`src/rtl/sq_pkg.sv`:
```
package sq_pkg;
  localparam int INSN_W = 32;
  localparam int N_OPS  = 4;
  localparam logic [INSN_W-1:0] SQ_MASK = 32'h0FF0_00F0;
  // index order: add, sub, doubling add, doubling sub
  localparam logic [N_OPS-1:0][INSN_W-1:0] SQ_PATS = {
    32'h0160_0050, 32'h0140_0050, 32'h0120_0050, 32'h0100_0050
  };
  localparam int RD_LO = 12;
  localparam int RD_W  = 4;

  typedef struct packed {
    logic legal;
    logic dbl;
    logic sub;
  } sq_op_t;
endpackage

```
`src/rtl/sq_decode.sv`:
```
module sq_decode
  import sq_pkg::*;
(
  input  logic [INSN_W-1:0] instr,
  output sq_op_t            op
);
  logic [N_OPS-1:0] hit;

  for (genvar i = 0; i < N_OPS; i++) begin : g_match
    assign hit[i] = ((instr & SQ_MASK) == SQ_PATS[i]);
  end

  always_comb begin
    op.legal = |hit;
    op.sub   = hit[1] | hit[3];
    op.dbl   = hit[2] | hit[3];
  end
endmodule

```
`src/rtl/sq_clamp.sv`:
```
module sq_clamp #(
  parameter int W = 32
) (
  input  logic [W+1:0] wide,
  output logic [W-1:0] narrow,
  output logic         ovf
);
  localparam logic [W-1:0] POS_LIM = {1'b0, {(W-1){1'b1}}};
  localparam logic [W-1:0] NEG_LIM = {1'b1, {(W-1){1'b0}}};

  // in range only if the top three bits agree
  always_comb begin
    ovf = !((wide[W+1:W-1] == 3'b000) || (wide[W+1:W-1] == 3'b111));
    if (!ovf)          narrow = wide[W-1:0];
    else if (wide[W+1]) narrow = NEG_LIM;
    else               narrow = POS_LIM;
  end
endmodule

```
`src/rtl/sq_satcore.sv`:
```
module sq_satcore #(
  parameter int W = 32
) (
  input  logic [W-1:0] a,
  input  logic [W-1:0] b,
  input  logic         dbl,
  input  logic         sub,
  output logic [W-1:0] res,
  output logic         sat
);
  localparam int XW = W + 2;

  logic [XW-1:0] a_x, b_x, dbl_x, sel_x, sum_x;
  logic [W-1:0]  dbl_sat, sel;
  logic          dbl_ovf, sum_ovf;

  assign a_x   = {{2{a[W-1]}}, a};
  assign b_x   = {{2{b[W-1]}}, b};
  assign dbl_x = {b_x[XW-2:0], 1'b0};

  sq_clamp #(.W(W)) u_dbl_clamp (
    .wide(dbl_x), .narrow(dbl_sat), .ovf(dbl_ovf)
  );

  assign sel   = dbl ? dbl_sat : b;
  assign sel_x = {{2{sel[W-1]}}, sel};
  assign sum_x = sub ? (a_x - sel_x) : (a_x + sel_x);

  sq_clamp #(.W(W)) u_sum_clamp (
    .wide(sum_x), .narrow(res), .ovf(sum_ovf)
  );

  assign sat = (dbl & dbl_ovf) | sum_ovf;
endmodule

```
`src/rtl/sq_unit.sv`:
```
module sq_unit
  import sq_pkg::*;
#(
  parameter int DATA_W = 32
) (
  input  logic                clk,
  input  logic                rst_n,
  input  logic                in_valid,
  input  logic [INSN_W-1:0]   instr,
  input  logic [DATA_W-1:0]   op_a,
  input  logic [DATA_W-1:0]   op_b,
  input  logic                sat_clr,
  output logic [DATA_W-1:0]   result,
  output logic [RD_W-1:0]     rd_idx,
  output logic                wr_en,
  output logic                illegal,
  output logic                sat_flag
);
  sq_op_t          op;
  logic [DATA_W-1:0] core_res;
  logic            core_sat;
  logic            take;

  sq_decode u_dec (.instr(instr), .op(op));

  sq_satcore #(.W(DATA_W)) u_core (
    .a(op_a), .b(op_b), .dbl(op.dbl), .sub(op.sub),
    .res(core_res), .sat(core_sat)
  );

  assign take = in_valid & op.legal;

  always_ff @(posedge clk) begin
    if (!rst_n) begin
      result   <= '0;
      rd_idx   <= '0;
      wr_en    <= 1'b0;
      illegal  <= 1'b0;
      sat_flag <= 1'b0;
    end else begin
      wr_en   <= take;
      illegal <= in_valid & ~op.legal;
      if (take) begin
        result <= core_res;
        rd_idx <= instr[RD_LO +: RD_W];
      end
      // a clamp in the same cycle wins over a clear
      if (take && core_sat) sat_flag <= 1'b1;
      else if (sat_clr)     sat_flag <= 1'b0;
    end
  end
endmodule

```
`config.mk`:
```
export PLATFORM = sky130hd
export DESIGN_NAME = sq_unit
export DESIGN_NICKNAME = d
export VERILOG_FILES = /design/src/rtl/sq_pkg.sv /design/src/rtl/sq_decode.sv /design/src/rtl/sq_clamp.sv /design/src/rtl/sq_satcore.sv /design/src/rtl/sq_unit.sv
export SDC_FILE = /design/constraint.sdc
export NUM_CORES = 1
export LEC_CHECK = 0
export BUFFER_PORTS_ARGS = -buffer_cell sky130_fd_sc_hd__buf_4
export CORE_MARGIN = 2
export CORE_UTILIZATION = 55
export CTS_BUF_LIST = sky130_fd_sc_hd__clkbuf_8
export DETAILED_ROUTE_END_ITERATION = 8
export GPL_ROUTABILITY_DRIVEN = 1
export PLACE_DENSITY = 0.92
export REMOVE_ABC_BUFFERS = 1
export SLEW_MARGIN = 5
export SYNTH_ARGS = -nofsm -noshare
export SYNTH_HDL_FRONTEND = slang
export SYNTH_SLANG_ARGS = --single-unit
```
`constraint.sdc`:
```
create_clock -name clk -period 8.95 [get_ports clk]
set_input_delay 0.4475 -clock clk [delete_from_list [all_inputs] [get_ports clk]]
set_output_delay 0.4475 -clock clk [all_outputs]
set_load 0.005 [all_outputs]
```
* Yosys cells after proc, flatten, opt, wreduce, memory -nomap -nowiden
Index checks and enable logic that the tools add are counted.
Widths: inputs -> output; s select.
** Storage, ports and cells
- Flip-flop bits (word level) :: 39
- Bits in latches :: 0
- Memory bits (writable) :: 0
- Bits in read-only memories :: 0
- Input bits :: 100
- Output and inout port bits :: 39
- Word-level logic and storage cells :: 37
- Memories :: 0
** Cells by class
- $add $sub $neg :: 2
- $mul :: 0
- Div/mod/pow operators :: 0
- Magnitude comparators :: 0
- Equality and inequality tests :: 6
- Shifts and indexed selects :: 0
- Mux-type cells :: 8
- Bitwise gates (word level) :: 7
- Reductions and logical operators :: 9
** Operators with widths (count)
- $mux 32 :: 5
- $eq 12x9->1 const B :: 4
- $mux 34 :: 1
- $add 32x32->33 :: 1
- $sub 32x32->33 :: 1
- $eq 3x3->1 const B :: 2
- $logic_not 3->1 :: 2
- $reduce_or 4->1 :: 1
- $and 1x1->1 :: 3
- $or 1x1->1 :: 3
- $logic_not 1->1 :: 2
- $logic_or 1x1->1 :: 2
- $mux 1 :: 2
- $reduce_bool 2->1 :: 1
- $logic_and 1x1->1 :: 1
- $not 1->1 :: 1

* Depth between registers and ports, before layout
- Depth in word-level cells :: 12
- Mapped depth :: 28
- Gate-level depth less buffers :: 24

* By module
A second synthesis with hierarchy kept.
** Unflattened totals
- Cell total of the unflattened synthesis :: 856
- Area total of the unflattened synthesis :: 6172.2 um2
** Modules (own cells, without submodules)
- sq_satcore :: instances 1, cells an instance 446, area each 3190.6 um2, seq. area each 0.0 um2
- sq_unit :: instances 1, cells an instance 173, area each 1488.9 um2, seq. area each 780.7 um2
- sq_clamp :: instances 2, cells an instance 115, area each 718.2 um2, seq. area each 0.0 um2
- sq_decode :: instances 1, cells an instance 7, area each 56.3 um2, seq. area each 0.0 um2

* Worst setup path after synthesis
OpenSTA, ideal clock, no wires.
- Kind :: in2reg
- From :: input port instr[26]
- To :: register result[22]
- Library setup time :: 74 ps
- Data arrival time :: 6228 ps
- Data required time :: 8876 ps
- Setup slack :: 2648 ps
- Cell stages on the path :: 24
- Path buffers :: 3
- Path through :: nor4b_4 -> and4_1 -> buf_4 -> buf_6 -> clkbuf_1 -> mux2i_1 -> ha_1 -> and4b_1 -> nor2_1 -> a2111o_1 -> nor2b_1 -> nand3_1 -> nand2_1 -> xor2_1 -> ha_1 -> inv_1 -> nor2_1 -> a2111oi_0 -> a31oi_1 -> o41ai_1 -> nand2_1 -> a211oi_1 -> nor2_1 -> a31oi_1
** Between the ends
- Longest elaborated chain between the ends :: 8
- Elaborated cells on any way between the ends :: 17
- Those cells by class :: add/sub (2); eq/ne (5); mux (4); bitwise (3); reduce/logical (3)
** RTL lines
- start: declaration :: line sq_unit.sv:9 : input logic [INSN_W-1:0] instr,
- $eq 12x9->1 :: line sq_decode.sv:10 : assign hit[i] = ((instr & SQ_MASK) == SQ_PATS[i]);
- $or 1x1->1 :: line sq_decode.sv:16 : op.dbl = hit[2] | hit[3];
- $mux 32 :: line sq_satcore.sv:25 : assign sel = dbl ? dbl_sat : b;
- $add 32x32->33 / $sub 32x32->33 (equally long branches) :: line sq_satcore.sv:27 : assign sum_x = sub ? (a_x - sel_x) : (a_x + sel_x);
- $mux 34 :: line sq_satcore.sv:27
- $eq 3x3->1 / $logic_not 3->1 (equally long branches) :: line sq_clamp.sv:13 : ovf = !((wide[W+1:W-1] == 3'b000) || (wide[W+1:W-1] == 3'b111));
- $logic_or 1x1->1 :: line sq_clamp.sv:13
- $mux 32 :: line sq_clamp.sv:14 : if (!ovf) narrow = wide[W-1:0];
- end signal: assignment :: line sq_unit.sv:44 : result <= core_res;
- end: declaration :: line sq_unit.sv:13 : output logic [DATA_W-1:0] result,
Several ways; a longest one is shown, not always the timed one.
A chain may end at the register's enable or synchronous reset.

* Final worst setup path
- From :: input port instr[26]
- To :: register result[12]
The elaborated chain is that of the path after synthesis.

==> impl_metrics.csv <==
group,metric,value,unit
power_and_ir_drop,power.density,90.75,nW/um2
die,die_w,104.2,um
critical_path,cp.buffers_inverters,2,
cts,cts.sink_count,39,
sta,finalMaxSlewViolations,0,
global_route,antenna_found_initial,0,
critical_path,cp_top_family,"simple AND/OR/NAND/NOR gates",
die,dieArea,10850,um2
global_route,grt_first_pass_wirelength,27.27,mm
finish,area_growth,18.73,%
sta,slew_headroom,25.99,%
logic_synthesis,syn_area_per_cell,7.022,um2
critical_path,ff2ff_path_depth,2,
logic_synthesis,synthCells,786,
critical_path,worstReg2RegEnd,"result[30]",
logic_synthesis,synth_cell_types,79,
cts,cts-root-buf,"clkbuf_8",
detailed_routing,vias_per_cell,6.469,
critical_path,r2r_setup_slack,8.05,ns
critical_path,critPathKind,"in2reg",
global_route,grt_overflow,0,
logic_synthesis,synth_edf_count,0,
detailed_routing,drt-total-wl,16.59,mm
critical_path,max_stage_delay,0.59,ns
finish,drive_above_1_share,18.68,%
min_path,worstHoldStart,"in_valid",
sta,rsz0062_at_grt,"false",
sta,fmax,0.1413,GHz
critical_path,end_kind,"flop",
global_route,first_global_vias,5712,
finish,antenna_cells,0,
critical_path,cp-start-kind,"primary input",
critical_path,cp.depth,23,
die,initial_core_util,56.46,%
detailed_routing,vias,6540,
global_route,grt_usage,29.93,%
logic_synthesis,synthArstFlopShare,0,%
critical_path,path_common_cell,"a21o_1",
cts,cts_setup_buffers,0,
global_route,grt_max_degree,34,
critical_path,path_cells,"buf_4 -> nor4b_4 -> and4_1 -> buf_4 -> mux2i_1 -> ha_1 -> and4b_1 -> nor2_1 -> a2111o_1 -> nor2b_1 -> nand3_1 -> o31ai_1 -> xor2_1 -> ha_1 -> a21o_1 -> a21o_1 -> a21o_1 -> mux2i_1 -> o211a_1 -> and3_1 -> nand4_1 -> a311oi_1 -> o21ba_1",
detailed_routing,postRouteAntennaNets,0,
detailed_routing,drc_errors,0,
placement,hpwl,12.92,mm
min_path,min_path_type,"in2reg",
cts,clock_latency,0.29,ns
detailed_routing,drt_first_iter_violations,497,
sta,tightest_slew,1.082,ns
cts,clk_pin_slew_worst_paths,0.08,ns
critical_path,r2r-start,"result[30]",
power_and_ir_drop,p_leak,2.834,nW
sta,finalCritPeriodShare,79.08,%
job,cap_violations,0,
die,num_rows,36,
cts,cts_hold_buf,0,
run_status,status,"finished, final reports clean",
logic_synthesis,seq_area_frac_synth,14.15,%
die,core-area,9774,um2
sta,setup_viol,0,
min_path,hold_path_depth,3,
placement,place_congestion,0.9763,
logic_synthesis,synth_area,5519,um2
logic_synthesis,yosysWarnings,0,
cts,cts_tree,"done",
cts,cts_buffers,5,
detailed_routing,first_pass_iters,5,
power_and_ir_drop,vdd_ir_drop_max,0.06347,mV
critical_path,arrival,7.32,ns
finish,layout_commonest_cell,"buf_4",
min_path,min_to,"illegal",
sta,hold_viol,0,
power_and_ir_drop,finalPower,0.0005947,W
placement,io_buffer_count,122,
die,die_y,104.2,um
sta,period_needed,7.078,ns
die,ios,139,
critical_path,crit_required,9.20,ns
cts,cts_buffer_depth,2,
finish,layout.nets,1014,
critical_path,crit_fanout,26,
finish,nFillCells,877,
detailed_routing,wl_per_cell,16.41,um
sta,fin_setup_tns,0,ns
logic_synthesis,ys_ff_latch,39,
cts,htree_levels,2,
logic_synthesis,ys.flop_type,"dfxtp_1",
critical_path,critical-path-slowest-cell,"and3_1",
finish,final_cell_mix,"130 x buf_4, 102 x a21oi_1, 82 x nand2_1, 73 x nor2_1, 49 x o21ai_0",
sta,fin_skew,0,ns
cts,post_cts_resized,0,
[worst reg2reg max path, stage by stage, from the launching register on]
cell and delay [ns]:
dfxtp_1 0.31, a2111oi_0 0.35, a21oi_1 0.11
[cell type report]
class	instances	area, um2	area share, %
repair buffers	130	975.9	14.89
multi-input cells	677	4454	67.98
inverters	24	90.09	1.375
flip-flops and latches	39	780.7	11.92
clock buffers	5	68.82	1.050
clock inverters	3	16.27	0.2482
well taps	133	166.4	2.540
[how the worst max path moves through the flow]
stage | startpoint | endpoint
floorplan | op_b[30] | result[22]
global placement | instr[26] | result[12]
detailed placement | instr[23] | result[16]
CTS | instr[26] | result[16]
global route | instr[26] | result[16]
finish | instr[26] | result[12]
[Yosys cell counts (all sizes together), types with 7 or more instances]
master   instances  area share, %
nand3           28            2.5
clkbuf          36            2.4
a31oi           28            3.2
ha              36            8.2
o21ai           52            4.7
xnor2           26            4.1
dfxtp           39             14
a211oi          10            1.4
nand2           83            5.8
and3            10            1.1
nor4             8            1.5
buf             10            1.2
nor2            74            5.1
o31ai           10            1.6
nand2b           7           0.79
nor3            23            2.1
mux2i           11            2.1
nand4           11            1.4
a32o            10            1.8
o211ai           8            1.3
a21o            17            2.3
inv             23            1.6
a21oi          102            9.2
a2111oi          8            1.3
xor2            22            3.5
[metal layers]
metal	wire length (um)	GRT usage, %
met1	7069	40.01
met2	7645	51.22
met3	1519	3.195
met4	355	8.012
met5	0	0
[cells by family after synthesis]
| kind of cell | count (synthesis) | synth area share, % |
|---|---|---|
| fa+ha+maj | 37 | 8.524 |
| compound gates | 296 | 35.21 |
| simple gates | 279 | 25.87 |
| buf+inv | 70 | 5.282 |
| xor+xnor | 48 | 7.617 |
| flops | 39 | 14.15 |
| mux | 17 | 3.355 |
[through the flow]
stage	hold slack (ns)	utilization, %	cell area (um2)	setup slack [ns]	instances
global placement	0.4441	66.17	6467	1.833	1003
floorplan	0.4527	-	5318	1.598	740
global route	0.4066	67.04	6553	1.489	1011
finish	0.3865	67.04	6553	1.872	1011
detailed placement	0.4492	66.17	6467	1.707	1003
CTS	0.3920	67.04	6553	2.005	1011
[power by group]
part | switching, W | internal [W] | total (W) | leakage, nW
registers | 0.000000125 | 0.000174 | 0.000174 | 0.314
logic | 0.000187 | 0.000118 | 0.000304 | 2.47
clock network | 0.0000632 | 0.0000533 | 0.000116 | 0.0453
[registers in the layout, summed over array words and instances, names as in the netlist]
register,count
result,32
illegal,1
rd_idx,4
sat_flag,1
wr_en,1
No activity file was read; power rests on OpenSTA's default activity.
